==> config.mk <==
export PLATFORM = sky130hd
export DESIGN_NAME = rf_rename_top
export DESIGN_NICKNAME = d
export VERILOG_FILES = /design/src/rtl/rf_rename_pkg.sv /design/src/rtl/rf_slot.sv /design/src/rtl/rf_read_port.sv /design/src/rtl/rf_rename_top.sv
export SDC_FILE = /design/constraint.sdc
export NUM_CORES = 2
export LEC_CHECK = 0
export BUFFER_PORTS_ARGS = -buffer_cell sky130_fd_sc_hd__buf_2
export CORE_UTILIZATION = 67
export CTS_CLUSTER_DIAMETER = 40
export CTS_CLUSTER_SIZE = 40
export DETAILED_ROUTE_END_ITERATION = 10
export PLACE_DENSITY = 0.81
export SYNTH_ARGS = -nofsm -noshare
export SYNTH_HDL_FRONTEND = slang
export SYNTH_HIERARCHICAL = 1
export SYNTH_SLANG_ARGS = --single-unit
==> constraint.sdc <==
create_clock -name clk -period 3.7 [get_ports clk]
set_clock_uncertainty 0.05 [all_clocks]
set_input_delay 0.555 -clock clk [delete_from_list [all_inputs] [get_ports clk]]
set_output_delay 0.555 -clock clk [all_outputs]
set_load 0.005 [all_outputs]
==> src/rtl/rf_rename_pkg.sv <==
package rf_rename_pkg;
  localparam int DEF_NUM_REGS = 32;
  localparam int DEF_XLEN     = 32;
  localparam int DEF_TAG_W    = 5;

  // where a source lookup takes its result from
  typedef enum logic [1:0] {
    SRC_ZERO   = 2'd0,
    SRC_BYPASS = 2'd1,
    SRC_STORE  = 2'd2
  } src_sel_e;
endpackage

==> src/rtl/rf_slot.sv <==
module rf_slot #(
  parameter int XLEN  = 32,
  parameter int TAG_W = 5
) (
  input  logic             clk,
  input  logic             rst_n,
  input  logic             claim,
  input  logic [TAG_W-1:0] claim_tag,
  input  logic             wr,
  input  logic [TAG_W-1:0] wr_tag,
  input  logic [XLEN-1:0]  wr_value,
  output logic [XLEN-1:0]  val,
  output logic [TAG_W-1:0] tag,
  output logic             rdy
);
  always_ff @(posedge clk) begin
    if (!rst_n) begin
      val <= '0;
      tag <= '0;
      rdy <= 1'b1;
    end else begin
      if (wr) val <= wr_value;
      // a fresh claim outranks the release by a commit
      if (claim) begin
        tag <= claim_tag;
        rdy <= 1'b0;
      end else if (wr && (tag == wr_tag)) begin
        rdy <= 1'b1;
      end
    end
  end
endmodule

==> src/rtl/rf_read_port.sv <==
module rf_read_port
  import rf_rename_pkg::*;
#(
  parameter int NUM_REGS = 32,
  parameter int XLEN     = 32,
  parameter int TAG_W    = 5,
  parameter int IDX_W    = $clog2(NUM_REGS)
) (
  input  logic             clk,
  input  logic             rst_n,
  input  logic             rd_en,
  input  logic [IDX_W-1:0] idx,
  input  logic [XLEN-1:0]  slot_val [NUM_REGS],
  input  logic [TAG_W-1:0] slot_tag [NUM_REGS],
  input  logic             slot_rdy [NUM_REGS],
  input  logic             commit_valid,
  input  logic [IDX_W-1:0] commit_idx,
  input  logic [XLEN-1:0]  commit_value,
  output logic [XLEN-1:0]  out_val,
  output logic [TAG_W-1:0] out_tag,
  output logic             out_rdy
);
  src_sel_e sel;

  always_comb begin
    if (idx == '0)                               sel = SRC_ZERO;
    else if (commit_valid && commit_idx == idx)  sel = SRC_BYPASS;
    else                                         sel = SRC_STORE;
  end

  always_ff @(posedge clk) begin
    if (!rst_n) begin
      out_val <= '0;
      out_tag <= '0;
      out_rdy <= 1'b1;
    end else if (rd_en) begin
      case (sel)
        SRC_ZERO: begin
          out_val <= '0;
          out_tag <= '0;
          out_rdy <= 1'b1;
        end
        SRC_BYPASS: begin
          out_val <= commit_value;
          out_tag <= '0;
          out_rdy <= 1'b1;
        end
        default: begin
          out_val <= slot_val[idx];
          out_tag <= slot_tag[idx];
          out_rdy <= slot_rdy[idx];
        end
      endcase
    end
  end
endmodule

==> src/rtl/rf_rename_top.sv <==
module rf_rename_top
  import rf_rename_pkg::*;
#(
  parameter int NUM_REGS = DEF_NUM_REGS,
  parameter int XLEN     = DEF_XLEN,
  parameter int TAG_W    = DEF_TAG_W,
  parameter int IDX_W    = $clog2(NUM_REGS)
) (
  input  logic             clk,
  input  logic             rst_n,
  input  logic             issue_valid,
  input  logic             has_rs1,
  input  logic [IDX_W-1:0] rs1_idx,
  input  logic             has_rs2,
  input  logic [IDX_W-1:0] rs2_idx,
  input  logic             has_rd,
  input  logic [IDX_W-1:0] rd_idx,
  input  logic [TAG_W-1:0] issue_tag,
  input  logic             commit_valid,
  input  logic [IDX_W-1:0] commit_idx,
  input  logic [TAG_W-1:0] commit_tag,
  input  logic [XLEN-1:0]  commit_value,
  output logic [XLEN-1:0]  rs1_value,
  output logic [TAG_W-1:0] rs1_tag,
  output logic             rs1_ready,
  output logic [XLEN-1:0]  rs2_value,
  output logic [TAG_W-1:0] rs2_tag,
  output logic             rs2_ready
);
  localparam int NUM_SRC = 2;

  logic [XLEN-1:0]  slot_val [NUM_REGS];
  logic [TAG_W-1:0] slot_tag [NUM_REGS];
  logic             slot_rdy [NUM_REGS];

  for (genvar g = 0; g < NUM_REGS; g++) begin : g_slot
    if (g == 0) begin : g_zero
      assign slot_val[g] = '0;
      assign slot_tag[g] = '0;
      assign slot_rdy[g] = 1'b1;
    end else begin : g_live
      logic claim, wr;
      assign claim = issue_valid && has_rd && (rd_idx == IDX_W'(g));
      assign wr    = commit_valid && (commit_idx == IDX_W'(g));
      rf_slot #(.XLEN(XLEN), .TAG_W(TAG_W)) u_slot (
        .clk      (clk),
        .rst_n    (rst_n),
        .claim    (claim),
        .claim_tag(issue_tag),
        .wr       (wr),
        .wr_tag   (commit_tag),
        .wr_value (commit_value),
        .val      (slot_val[g]),
        .tag      (slot_tag[g]),
        .rdy      (slot_rdy[g])
      );
    end
  end

  logic             src_en  [NUM_SRC];
  logic [IDX_W-1:0] src_idx [NUM_SRC];
  logic [XLEN-1:0]  src_val [NUM_SRC];
  logic [TAG_W-1:0] src_tag [NUM_SRC];
  logic             src_rdy [NUM_SRC];

  assign src_en[0]  = issue_valid && has_rs1;
  assign src_en[1]  = issue_valid && has_rs2;
  assign src_idx[0] = rs1_idx;
  assign src_idx[1] = rs2_idx;

  for (genvar s = 0; s < NUM_SRC; s++) begin : g_src
    rf_read_port #(
      .NUM_REGS(NUM_REGS), .XLEN(XLEN), .TAG_W(TAG_W), .IDX_W(IDX_W)
    ) u_port (
      .clk         (clk),
      .rst_n       (rst_n),
      .rd_en       (src_en[s]),
      .idx         (src_idx[s]),
      .slot_val    (slot_val),
      .slot_tag    (slot_tag),
      .slot_rdy    (slot_rdy),
      .commit_valid(commit_valid),
      .commit_idx  (commit_idx),
      .commit_value(commit_value),
      .out_val     (src_val[s]),
      .out_tag     (src_tag[s]),
      .out_rdy     (src_rdy[s])
    );
  end

  assign rs1_value = src_val[0];
  assign rs1_tag   = src_tag[0];
  assign rs1_ready = src_rdy[0];
  assign rs2_value = src_val[1];
  assign rs2_tag   = src_tag[1];
  assign rs2_ready = src_rdy[1];
endmodule

# --- Word-level counts from Yosys, hierarchy flattened ---
# Cells that the tools add are included.
word_totals:
  wordCells: 425
  regBits: 1254
classes:
  reduce_logical: 135
  order_cmp: 2
  eq_ne: 97
  n_mux: 90
  n_bitwise: 2
op_table:
  columns: ["operator", "count"]
  rows:
  - ["binary-select mux 32 bit (select 5 bit)", 2]
  - ["equality test 5 bit", 33]
  - ["equality test 5 bit (second input constant)", 32]
  - ["2-to-1 mux 32 bit", 4]
  - ["one-hot mux 32 bit (2 select lines)", 2]
  - ["logical AND 1 bit", 98]
  - ["equality test 5 x 4 -> 1 bit (second input constant)", 16]
  - ["2-to-1 mux 1 bit", 68]
  - ["nonzero test 2 bit", 31]
  - ["binary-select mux 5 bit (select 5 bit)", 2]
  - ["equality test 5 x 3 -> 1 bit (second input constant)", 8]
  - ["2-to-1 mux 5 bit", 6]
  - ["equality test 5 x 2 -> 1 bit (second input constant)", 4]
  - ["greater-or-equal comparator 6 bit (second input constant)", 2]
  - ["inverter 5 -> 6 bit", 2]
  - ["binary-select mux 1 bit (select 5 bit)", 2]
  - ["equality test 5 x 1 -> 1 bit (second input constant)", 2]
  - ["logical NOT 5 bit", 2]
  - ["2-to-1 mux 2 bit", 4]
  - ["equality test 2 x 1 -> 1 bit (second input constant)", 2]
  - ["logical NOT 2 bit", 2]
  - ["OR reduction 2 bit", 2]

# --- Logic depth before layout (Yosys ltp) ---
logic_depth:
  ltp_word: 7
  ltp_mapped: 9

# --- By module ---
# Netlist, hierarchy kept.
modules_own_cells:
  columns: ["module", "cells_each", "seq_area_each_um2", "area_per_inst_um2", "instances"]
  rows:
  - ["rf_slot", 130, 760.7, 1526.5, 31]
  - ["rf_read_port", 826, 760.7, 10892.9, 2]
  - ["rf_rename_top", 104, 0.0, 543.0, 1]

# --- Worst setup path after synthesis ---
# Ideal clock, no wire load.
synth_path:
  path_type: "input port to flip-flop"
  startpoint: "input port rs1_idx[0]"
  endpoint: "register g_src[0].u_port.out_tag[1]"
  t_arrival_ns: 2.111
  path_slack_ns: 1.421
  path_stages: 7
  path_buffers: 3
  cell_sequence: "buf_6 buf_4 buf_2 mux4_2 mux2i_1 a22oi_1 a32o_1"
synth_between:
  elab_chain_len: 7
synth_lines:
  columns: ["item", "line_no", "source"]
  rows:
  - ["start, declared", "rf_rename_top.sv:13", "input logic [IDX_W-1:0] rs1_idx,"]
  - ["equality test 5 bit", "rf_read_port.sv:27", "else if (commit_valid && commit_idx == idx) sel = SRC_BYPASS;"]
  - ["logical AND 1 bit", "rf_read_port.sv:27", null]
  - ["2-to-1 mux 2 bit", "rf_read_port.sv:27", null]
  - ["2-to-1 mux 2 bit", "rf_read_port.sv:26", "if (idx == '0) sel = SRC_ZERO;"]
  - ["equality test 2 x 1 -> 1 bit / logical NOT 2 bit (equally long branches)", "rf_read_port.sv:37", "case (sel)"]
  - ["OR reduction 2 bit (no source line)", null, null]
  - ["2-to-1 mux 5 bit *", "rf_read_port.sv:37", null]
  - ["end signal, assigned", "rf_read_port.sv:50", "out_tag <= slot_tag[idx];"]
  - ["end, declared", "rf_read_port.sv:20", "output logic [TAG_W-1:0] out_tag,"]
# Mark *: on every way between the ends. The rest lies on a longest branch, timed or not. The select of a mux whose other input is x is not followed.
# A chain may end at the register's enable or synchronous reset.

# --- Worst setup path after layout ---
layout_path:
  startpoint: "register g_src[1].u_port.out_val[27]"
  endpoint: "output port rs2_value[27]"
layout_lines:
  columns: ["item", "line_no", "source"]
  rows:
  - ["start, declared", "rf_read_port.sv:19", "output logic [XLEN-1:0] out_val,"]
  - ["start signal, assigned", "rf_read_port.sv:44", "out_val <= commit_value;"]
  - ["start signal, assigned", "rf_read_port.sv:49", "out_val <= slot_val[idx];"]
  - ["end, declared", "rf_rename_top.sv:26", "output logic [XLEN-1:0] rs2_value,"]
# No word-level cell between the ends.

==> flow_metrics.env <==
export IMPL_rsz0062_at_grt="false"
export IMPL_r2r_setup_slack_ns=1.92
export IMPL_die_x_microns=324.4
export IMPL_hp_start="rst_n"
export IMPL_yosys_most_used_dff="dfxtp_1"
export IMPL_nNetsFinal=5898
export IMPL_tightest_slew_ns=1.219
export IMPL_ir_worst_vdd_mv=0.4002
export IMPL_synth_area_sq_um=69650
export IMPL_startpoint="g_src[1].u_port/out_val[27]"
export IMPL_hold_violations=0
export IMPL_start_kind="register"
export IMPL_reg2reg_from="g_slot[15].g_live.u_slot/tag[0]"
export IMPL_max_slew_margin_pct=18.73
export IMPL_period_share_pct=61.27
export IMPL_synth_edf_count=0
export IMPL_start_util_pct=67.97
export IMPL_crit_path_end_kind="output pin"
export IMPL_final_layout_size_suffix_gt1_share_pct=22.41
export IMPL_clock_fmax_mhz=441.1
export IMPL_hold_ws_ns=0.1729
export IMPL_overflow=0
export IMPL_io_pins=145
export IMPL_num_rows=117
export IMPL_grt_max_degree=165
export IMPL_maxCapViolations=0
export IMPL_post_drt_wl_per_cell_microns=28.85
export IMPL_gp_congestion=0.9199
export IMPL_synth_top_area_share_pct=36.04
export IMPL_grt_pass1_vias=50420
export IMPL_ant_nets=0
export IMPL_synthTopCellsByCount="dfxtp_1, mux2i_1, nor2b_1"
export IMPL_drt_iter0_markers=6225
export IMPL_routed_wl_microns=211800
export IMPL_crit_buf_inv=1
export IMPL_cts_setup_buffers=0
export IMPL_crit_end="rs2_value[27]"
export IMPL_antenna_found_initial=23
export IMPL_syn_area_per_cell_sq_um=12.04
export IMPL_core_area_sq_um=102500
export IMPL_clock_root_buffer="clkbuf_16"
export IMPL_fillerInstances=6634
export IMPL_path_class="reg2out"
export IMPL_die_area_sq_um=105200
export IMPL_dp_hpwl_microns=128400
export IMPL_ys_seq_area_share_pct=36.04
export IMPL_synth_most_common_cell="dfxtp_1"
export IMPL_synth_yosys_warnings=6
export IMPL_syn_to_final_growth_pct=9.580
export IMPL_first_pass_iters=6
export IMPL_max_stage_delay_ns=0.65
export IMPL_arrival_ns=1.66
export IMPL_reg2regPathDepth=4
export IMPL_tritoncts="done"
export IMPL_maxSlewViolCount=0
export IMPL_io_buffers=144
export IMPL_cts_buffer_depth=3
export IMPL_crit_slowest_cell="dfxtp_1"
export IMPL_outcome="complete, no violations"
export IMPL_clkTransAtPathRegs_ns=0.06
export IMPL_fin_util_pct=74.48
export IMPL_crit_fanout=2
export IMPL_clk_insertion_delay_late_ns=0.79
export IMPL_vias=50290
export IMPL_p_leak_nw=23.86
export IMPL_critPathRequiredTime_ns=3.09
export IMPL_power_density_nw_per_um2=430.7
export IMPL_viasPerCell=6.848
export IMPL_path_delay_family="flip-flops"
export IMPL_grt_pass1_wl_microns=319200
export IMPL_synth_cell_type_count=43
export IMPL_tns_ns=0
export IMPL_cts_htree_levels=4
export IMPL_synth_async_reset_ratio_pct=0
export IMPL_total_power_mw=32.87
export IMPL_path_depth=1
export IMPL_yosys_area_top_type="dfxtp_1"
export IMPL_route_detailed_drc=0
export IMPL_fp_dieH_microns=324.4
export IMPL_setup_viol=0
export IMPL_cts_sinks=1254
export IMPL_postSynthCellCount=5786
export IMPL_yosys_top_cells_area="dfxtp_1, mux4_2, mux2i_1"
export IMPL_synth_seq_cells=1254
export IMPL_period_minus_slack_ns=2.267
export IMPL_min_path_type="in2reg"
export IMPL_cts_hold_buffers_added=0
export IMPL_crit_chain="buf_2"
export IMPL_cts_resized=0
export IMPL_track_usage_pct=39.79
export IMPL_r2r_end="g_src[0].u_port/out_tag[0]"
export IMPL_cts_buffers=161
[logic make-up after synthesis]
| family | after synthesis | share of synthesized area (%) |
|---|---|---|
| AOI/OAI and AO/OA | 347 | 3.692 |
| xor gates and xnor gates | 165 | 2.075 |
| buffers and inverters | 552 | 6.180 |
| DFF | 1254 | 36.04 |
| muxes | 1847 | 38.52 |
| other | 2 | 0.01078 |
| and+or+nand+nor | 1619 | 13.48 |
[per-layer routing]
layer  track usage, %  wire length, microns  vias to the layer above  part of all wire, %
met3            11.24                 24160                      747                   11
met2            59.56                 94610                     3061                   45
met4            22.61                 12470                       16                  5.9
met1            51.85                 80450                    25200                   38
met5           0.7246                   134                        -                0.063
li1                 -                     -                    21260                    -
[layout by cell type, fill, tap and decap left out, drive strengths merged, types with 66 or more instances in the layout]
master	n
mux2i	1173
a22oi	142
mux4	666
nor2b	1157
nand2	269
conb	76
xnor2	161
nor2	66
inv	71
dfxtp	1254
buf	323
clkbuf	188
[cell type report]
type                       instances  area, sq um  share of cell area [%]
multi-input combinational       4054        40870                   53.55
sequential                      1254        25100                   32.89
timing repair buffer             323         2795                   3.662
antenna                            9        22.52                 0.02951
clock buffer                     188         4302                   5.636
inverter                          35        131.4                  0.1721
clock inverter                   112         1386                   1.816
tap                             1368         1712                   2.243
[state kept, by name, summed over array words and instances (netlist names)]
signal,flops
g_slot.g_live.u_slot/val,992
g_slot.g_live.u_slot/tag,155
g_src.u_port/out_val,64
g_slot.g_live.u_slot/rdy,31
g_src.u_port/out_tag,10
g_src.u_port/out_rdy,2
[worst min path at each step]
| stage | cells after the start | end | slack (ns) |
|---|---|---|---|
| after floorplan | 2 | g_src[0].u_port/out_rdy | 0.39 |
| after global placement | 1 | g_src[0].u_port/out_tag[1] | 0.43 |
| after detailed placement | 1 | g_src[0].u_port/out_tag[3] | 0.43 |
| after CTS | 2 | g_slot[1].g_live.u_slot/rdy | 0.15 |
| after global routing | 2 | g_slot[3].g_live.u_slot/rdy | 0.19 |
| final | 2 | g_slot[1].g_live.u_slot/rdy | 0.17 |
[through the flow]
stage	instance area (sq um)	instances	worst slack, ns
2_1_floorplan	69930	5860	1.421
3_3_place_gp	70610	7034	0.7859
3_5_place_dp	70610	7034	0.7681
4_1_cts	76300	7334	1.473
5_1_grt	76300	7336	1.398
6_report	76320	7343	1.433
[report_power, final]
part           switching [mW]  internal (mW)
combinational            1.59           1.06
clock                    6.78           9.65
sequential              0.148           13.6
No activity file was read; power rests on OpenSTA's default activity.
